[src/rtl/secded64_pkg.sv]
package secded64_pkg;
  localparam int DATA_W = 64;
  localparam int CHK_W  = 8;
  localparam int DIDX_W = $clog2(DATA_W);
  localparam int CIDX_W = $clog2(CHK_W);

  // Parity mask for check bit k: upper half covers data 63:32, lower half 31:0.
  function automatic logic [DATA_W-1:0] chk_mask(input int k);
    case (k)
      0: return {32'hf00fe11e, 32'hc33c0ff7};
      1: return {32'h00ff00ff, 32'h00fff0ff};
      2: return {32'h0f0f0f0f, 32'h0f0fff00};
      3: return {32'h11113333, 32'h7777000f};
      4: return {32'h22224444, 32'h8888222f};
      5: return {32'h44448888, 32'hffff4441};
      6: return {32'h8888ffff, 32'h11118882};
      7: return {32'hffff1111, 32'h22221114};
      default: return '0;
    endcase
  endfunction

  // Syndrome produced when data bit n alone is inverted.
  function automatic logic [CHK_W-1:0] data_column(input int n);
    logic [CHK_W-1:0]  col;
    logic [DATA_W-1:0] m;
    col = '0;
    for (int k = 0; k < CHK_W; k++) begin
      m      = chk_mask(k);
      col[k] = m[n];
    end
    return col;
  endfunction

  typedef struct packed {
    logic              data_hit;
    logic [DIDX_W-1:0] data_idx;
    logic              chk_hit;
    logic [CIDX_W-1:0] chk_idx;
    logic              uncorr;
  } locate_t;
endpackage

[src/rtl/secded64_parity.sv]
module secded64_parity
  import secded64_pkg::*;
(
  input  logic [DATA_W-1:0] data,
  output logic [CHK_W-1:0]  check
);
  for (genvar k = 0; k < CHK_W; k++) begin : g_chk
    localparam logic [DATA_W-1:0] MASK = chk_mask(k);
    assign check[k] = ^(data & MASK);
  end
endmodule

[src/rtl/secded64_locator.sv]
module secded64_locator
  import secded64_pkg::*;
(
  input  logic [CHK_W-1:0] syn,
  output locate_t          res
);
  logic [DATA_W-1:0] hit;

  for (genvar n = 0; n < DATA_W; n++) begin : g_col
    localparam logic [CHK_W-1:0] COL = data_column(n);
    assign hit[n] = (syn == COL) && (|syn);
  end

  always_comb begin
    res = '0;
    // Descending scan so the lowest matching column wins.
    for (int n = DATA_W - 1; n >= 0; n--) begin
      if (hit[n]) begin
        res.data_hit = 1'b1;
        res.data_idx = DIDX_W'(n);
      end
    end
    if (!res.data_hit && (|syn)) begin
      if ($countones(syn) == 1) begin
        res.chk_hit = 1'b1;
        for (int k = CHK_W - 1; k >= 0; k--) begin
          if (syn[k]) res.chk_idx = CIDX_W'(k);
        end
      end else begin
        res.uncorr = 1'b1;
      end
    end
  end
endmodule

[src/rtl/secded64_codec.sv]
module secded64_codec
  import secded64_pkg::*;
(
  input  logic              clk,
  input  logic              rst,
  input  logic              in_valid,
  input  logic [63:0]       in_data,
  input  logic [7:0]        in_check,
  output logic              out_valid,
  output logic [7:0]        enc_check,
  output logic [7:0]        syndrome,
  output logic              data_err_valid,
  output logic [5:0]        data_err_idx,
  output logic              check_err_valid,
  output logic [2:0]        check_err_idx,
  output logic              uncorrectable,
  output logic [63:0]       corr_data,
  output logic [7:0]        corr_check
);
  localparam logic [DATA_W-1:0] DONE = {{(DATA_W-1){1'b0}}, 1'b1};
  localparam logic [CHK_W-1:0]  CONE = {{(CHK_W-1){1'b0}}, 1'b1};

  logic [CHK_W-1:0]  calc_chk;
  logic [CHK_W-1:0]  syn_c;
  locate_t           loc;
  logic [DATA_W-1:0] fix_d;
  logic [CHK_W-1:0]  fix_c;

  secded64_parity u_parity (
    .data  (in_data),
    .check (calc_chk)
  );

  assign syn_c = calc_chk ^ in_check;

  secded64_locator u_locator (
    .syn (syn_c),
    .res (loc)
  );

  always_comb begin
    fix_d = in_data;
    fix_c = in_check;
    if (loc.data_hit) fix_d = in_data ^ (DONE << loc.data_idx);
    if (loc.chk_hit)  fix_c = in_check ^ (CONE << loc.chk_idx);
  end

  always_ff @(posedge clk) begin
    if (rst) begin
      out_valid       <= 1'b0;
      enc_check       <= '0;
      syndrome        <= '0;
      data_err_valid  <= 1'b0;
      data_err_idx    <= '0;
      check_err_valid <= 1'b0;
      check_err_idx   <= '0;
      uncorrectable   <= 1'b0;
      corr_data       <= '0;
      corr_check      <= '0;
    end else begin
      out_valid <= in_valid;
      if (in_valid) begin
        enc_check       <= calc_chk;
        syndrome        <= syn_c;
        data_err_valid  <= loc.data_hit;
        data_err_idx    <= loc.data_idx;
        check_err_valid <= loc.chk_hit;
        check_err_idx   <= loc.chk_idx;
        uncorrectable   <= loc.uncorr;
        corr_data       <= fix_d;
        corr_check      <= fix_c;
      end
    end
  end

  assert_valid_rise_R7: assert property (@(posedge clk) disable iff (rst)
    in_valid |=> out_valid);
  assert_valid_fall_R7: assert property (@(posedge clk) disable iff (rst)
    !in_valid |=> !out_valid);
  assert_hold_R8: assert property (@(posedge clk) disable iff (rst)
    !in_valid |=> ($stable(corr_data) && $stable(syndrome) && $stable(corr_check)));
  assert_flags_excl_R9: assert property (@(posedge clk) disable iff (rst)
    $countones({data_err_valid, check_err_valid, uncorrectable}) <= 1);
  assert_clean_R3: assert property (@(posedge clk) disable iff (rst)
    (out_valid && syndrome == '0) |->
      (!data_err_valid && !check_err_valid && !uncorrectable &&
       corr_data == $past(in_data) && corr_check == $past(in_check)));
  assert_data_flip_R4: assert property (@(posedge clk) disable iff (rst)
    (out_valid && data_err_valid) |->
      ($countones(corr_data ^ $past(in_data)) == 1 && corr_check == $past(in_check)));
  assert_chk_weight_R5: assert property (@(posedge clk) disable iff (rst)
    (out_valid && check_err_valid) |->
      ($countones(syndrome) == 1 && corr_data == $past(in_data) &&
       $countones(corr_check ^ $past(in_check)) == 1));
  assert_unc_weight_R6: assert property (@(posedge clk) disable iff (rst)
    (out_valid && uncorrectable) |->
      ($countones(syndrome) > 1 && corr_data == $past(in_data) &&
       corr_check == $past(in_check)));
endmodule

[config.mk]
export PLATFORM = sky130hd
export DESIGN_NAME = secded64_codec
export DESIGN_NICKNAME = d
export VERILOG_FILES = /design/src/rtl/secded64_pkg.sv /design/src/rtl/secded64_parity.sv /design/src/rtl/secded64_locator.sv /design/src/rtl/secded64_codec.sv
export SDC_FILE = /design/constraint.sdc
export NUM_CORES = 1
export LEC_CHECK = 0
export BUFFER_PORTS_ARGS = -buffer_cell sky130_fd_sc_hd__buf_2
export CELL_PAD_IN_SITES_DETAIL_PLACEMENT = 1
export CELL_PAD_IN_SITES_GLOBAL_PLACEMENT = 2
export CORE_MARGIN = 5
export CORE_UTILIZATION = 35
export CTS_CLUSTER_SIZE = 24
export DETAILED_ROUTE_END_ITERATION = 7
export PLACE_DENSITY_LB_ADDON = 0.1
export SYNTH_ARGS = -nofsm -noshare
export SYNTH_HDL_FRONTEND = slang
export SYNTH_SLANG_ARGS = --single-unit
export TNS_END_PERCENT = 20
[constraint.sdc]
create_clock -name clk -period 12.3 [get_ports clk]
set_input_delay 1.845 -clock clk [delete_from_list [all_inputs] [get_ports clk]]
set_output_delay 1.845 -clock clk [all_outputs]
set_load 0.02 [all_outputs]
==> impl_metrics.py <==
metrics = {
    "run_status": {
        "status": "complete, no violations",
    },
    "setup_path": {
        "path_cells": "buf_2, xor2_1, xnor2_1, xnor2_1, xnor3_1, xnor2_1, xnor2_1, ha_1, inv_1, fa_1, inv_1, fa_1, ha_1, fa_1, or4b_2, nor2_1, nand4_2, nor3_2, nand3_1, xor2_1, a211oi_1",
        "worstPathBufferInverterCount": 3,
        "r2r_slack_ns": 11.53,
        "crit_family": "XOR/XNOR gates",
        "end_kind": "register",
        "max_stage_delay_ns": 0.64,
        "regToRegEndpoint": "corr_data[3]",
        "critPathKind": "input port to register",
        "reg2regPathDepth": 2,
        "regToRegStartpoint": "corr_data[3]",
        "cp-start-kind": "input port",
        "critical-path-top-cell-by-count": "xnor2_1",
        "worst-endpoint-required_ns": 12.57,
        "path_max_fanout": 12,
        "critPathSlowestCell": "or4b_2",
        "crit_arrival_ns": 8.49,
    },
    "sta": {
        "maxSlewHeadroom": 0.296,
        "period_minus_slack_ns": 8.22,
        "setup_slack_ns": 4.08,
        "whs_ns": 0.466,
        "maxSlewViolCount": 0,
        "period_share": 0.669,
        "finalSetupViolations": 0,
        "rsz0062_at_grt": "no",
        "max_freq_ghz": 0.122,
        "finalHoldViolations": 0,
        "tns_ns": 0,
        "clock-skew-final_ns": 0,
        "tightest_slew_ns": 1.06,
    },
    "floorplan": {
        "num_rows": 57,
        "die_area_mm2": 0.0274,
        "fp.dieW_um": 165,
        "initial_core_util": 0.352,
        "die_h_um": 165,
        "num_io_pins": 176,
        "core-area_mm2": 0.0240,
    },
    "logic_synthesis": {
        "synth_edf_count": 0,
        "seq_area_frac_synth": 0.239,
        "synth-seq-cells": 101,
        "synth_area_mm2": 0.00846,
        "postSynthAreaPerCell_um2": 8.30,
        "async_flop_share": 0,
        "ys_types": 93,
        "synthFlopType": "dfxtp_1",
        "synth_cells": 1020,
        "syn-num-nets": 1113,
        "yosys_warnings": 0,
    },
    "clocking": {
        "clock-sinks": 101,
        "cts.clk_slew.worst_paths_ns": 0.08,
        "post_cts_buffers": 0,
        "ctsHoldBuffers": 0,
        "cts_inserted_buffers": 9,
        "cts_tree": "yes",
        "post_cts_resized": 0,
        "htreeDepth": 3,
        "clk_path_buf_depth": 2,
        "root_buffer": "clkbuf_16",
        "insertion_delay_ns": 0.35,
    },
    "global_routing": {
        "overflow": 0,
        "grt_first_pass_wirelength_um": 52000,
        "grt_max_degree": 93,
        "grt_pass1_vias": 8356,
        "grtUsageTotal": 0.249,
        "antenna_found_initial": 0,
    },
    "route": {
        "ant_nets": 0,
        "dr.first_iter.drc_count": 631,
        "vias": 8346,
        "drt_wl_total_um": 34500,
        "wl_per_cell_um": 23.4,
        "first_pass_iters": 5,
        "post_drt_via_cell_ratio": 5.66,
        "drc_errors": 0,
    },
    "finish": {
        "n_antenna_cell": 0,
        "final_util": 0.412,
        "drive_gt1_frac": 0.226,
        "area_delta_synth_final_pct": 16.9,
        "nNetsFinal": 1238,
    },
    "hold_path": {
        "hold_path_class": "register to register",
        "hold_depth": 2,
        "worst_hold_path.endpoint": "data_err_idx[5]",
        "hp-start": "data_err_idx[5]",
    },
    "placed_design": {
        "hpwl_um": 26100,
        "gp_congestion": 0.895,
        "post-place-ws_ns": 3.74,
        "numPortBuffers": 175,
    },
    "job": {
        "drv_cap": 0,
    },
}
logic make-up (layout without fill, tap and decap cells):
logic type	count (synthesis)	in the layout	synth area share
compound gates	215	215	0.186
xor+xnor	195	195	0.231
fa+ha+maj	18	18	0.0302
buf+inv	94	224	0.0452
flops	101	101	0.239
mux	15	15	0.0179
simple gates	382	382	0.251
through the flow:
| step | area, um2 | instances |
|---|---|---|
| after global routing | 9900 | 1474 |
| after global placement | 9570 | 1458 |
| final | 9900 | 1474 |
| after detailed placement | 9570 | 1458 |
| after floorplan | 8460 | 1020 |
| after CTS | 9900 | 1474 |
cell type report:
cell class | instances | area (um2)
clock buffers | 9 | 225
well taps | 324 | 405
repair buffers | 188 | 978
clock inverters | 7 | 104
flip-flops and latches | 101 | 2020
fillers | 2941 | 14100
inverters | 20 | 77.6
multi-input cells | 825 | 6080
cells in the final DEF, fill, tap and decap left out, types with 8 or more instances in the layout:
master       n
xnor2_1    136
dfxtp_1    101
nand4_1     14
nand3_1     20
nor4b_2     11
a211oi_1    70
and2_1      10
a21oi_1     32
inv_1       17
nor3_1      23
clkbuf_16    9
nor2_1     149
and4_1       8
o21ai_0     16
buf_2      173
buf_4       15
ha_1        14
a311oi_1    16
o31ai_1     11
xnor3_1      9
nor4_1      20
mux2i_1     14
nand2_1     61
xor2_1      38
sequential cells by signal, indices dropped and copies added, names as in the netlist:
name,flops
check_err_idx,3
check_err_valid,1
enc_check,8
data_err_idx,6
out_valid,1
corr_data,64
syndrome,8
corr_check,8
uncorrectable,1
data_err_valid,1
how the worst max path moves through the flow:
stage,endpoint,start,cells past startpoint,slack [ns]
after floorplan,corr_check[4],in_data[9],21,4.95
after global placement,corr_check[4],in_data[19],21,3.85
after detailed placement,corr_check[4],in_data[19],21,3.74
after CTS,corr_check[4],in_data[19],21,4.10
after global routing,corr_check[4],in_data[19],21,3.72
final,corr_check[4],in_data[19],21,4.08
cell usage after synthesis, drive strengths merged, types with 3 or more instances:
cell | n | share of area
nand4 | 16 | 0.013
nand4b | 3 | 0.0031
nand2 | 61 | 0.027
ha | 14 | 0.021
a221oi | 3 | 0.0038
a21o | 3 | 0.0027
or2 | 4 | 0.0030
and4bb | 3 | 0.0044
o211ai | 6 | 0.0053
o31a | 3 | 0.0031
or4 | 6 | 0.0053
and4b | 3 | 0.0035
a211oi | 70 | 0.062
a31oi | 6 | 0.0044
nand3 | 21 | 0.014
nor2 | 151 | 0.068
buf | 20 | 0.012
nor4 | 28 | 0.029
clkbuf | 54 | 0.024
nor3 | 25 | 0.016
a311oi | 16 | 0.017
fa | 4 | 0.0095
nor3b | 4 | 0.0047
nand2b | 4 | 0.0030
a22oi | 3 | 0.0027
a21boi | 5 | 0.0044
xnor2 | 141 | 0.15
mux2i | 14 | 0.017
and2 | 11 | 0.0081
o22ai | 4 | 0.0037
o32ai | 6 | 0.0071
and3 | 5 | 0.0037
and4 | 8 | 0.0083
a32oi | 4 | 0.0041
or3 | 5 | 0.0037
inv | 20 | 0.0092
xnor3 | 12 | 0.033
nor4b | 13 | 0.023
nand3b | 6 | 0.0053
xor2 | 40 | 0.043
o31ai | 11 | 0.0098
a21oi | 34 | 0.021
dfxtp | 101 | 0.24
o21ai | 21 | 0.013
routing by layer:
layer / track usage / up-vias / wire length (um)
met2: 0.406 / 278 / 16000
met3: 0.0357 / 32 / 1980
met1: 0.352 / 4086 / 16000
met5: 0 / - / 0
li1: - / 3950 / -
met4: 0.0517 / 0 / 557
worst reg2reg max path, stage by stage, from the launching register on:
cell	delay [ns]
dfxtp_1	0.39
nor2_1	0.06
a211oi_1	0.24
Power is left out: the tool's default activity adds up to more than one toggle a clock period on the data nets, which glitch-free logic cannot reach.
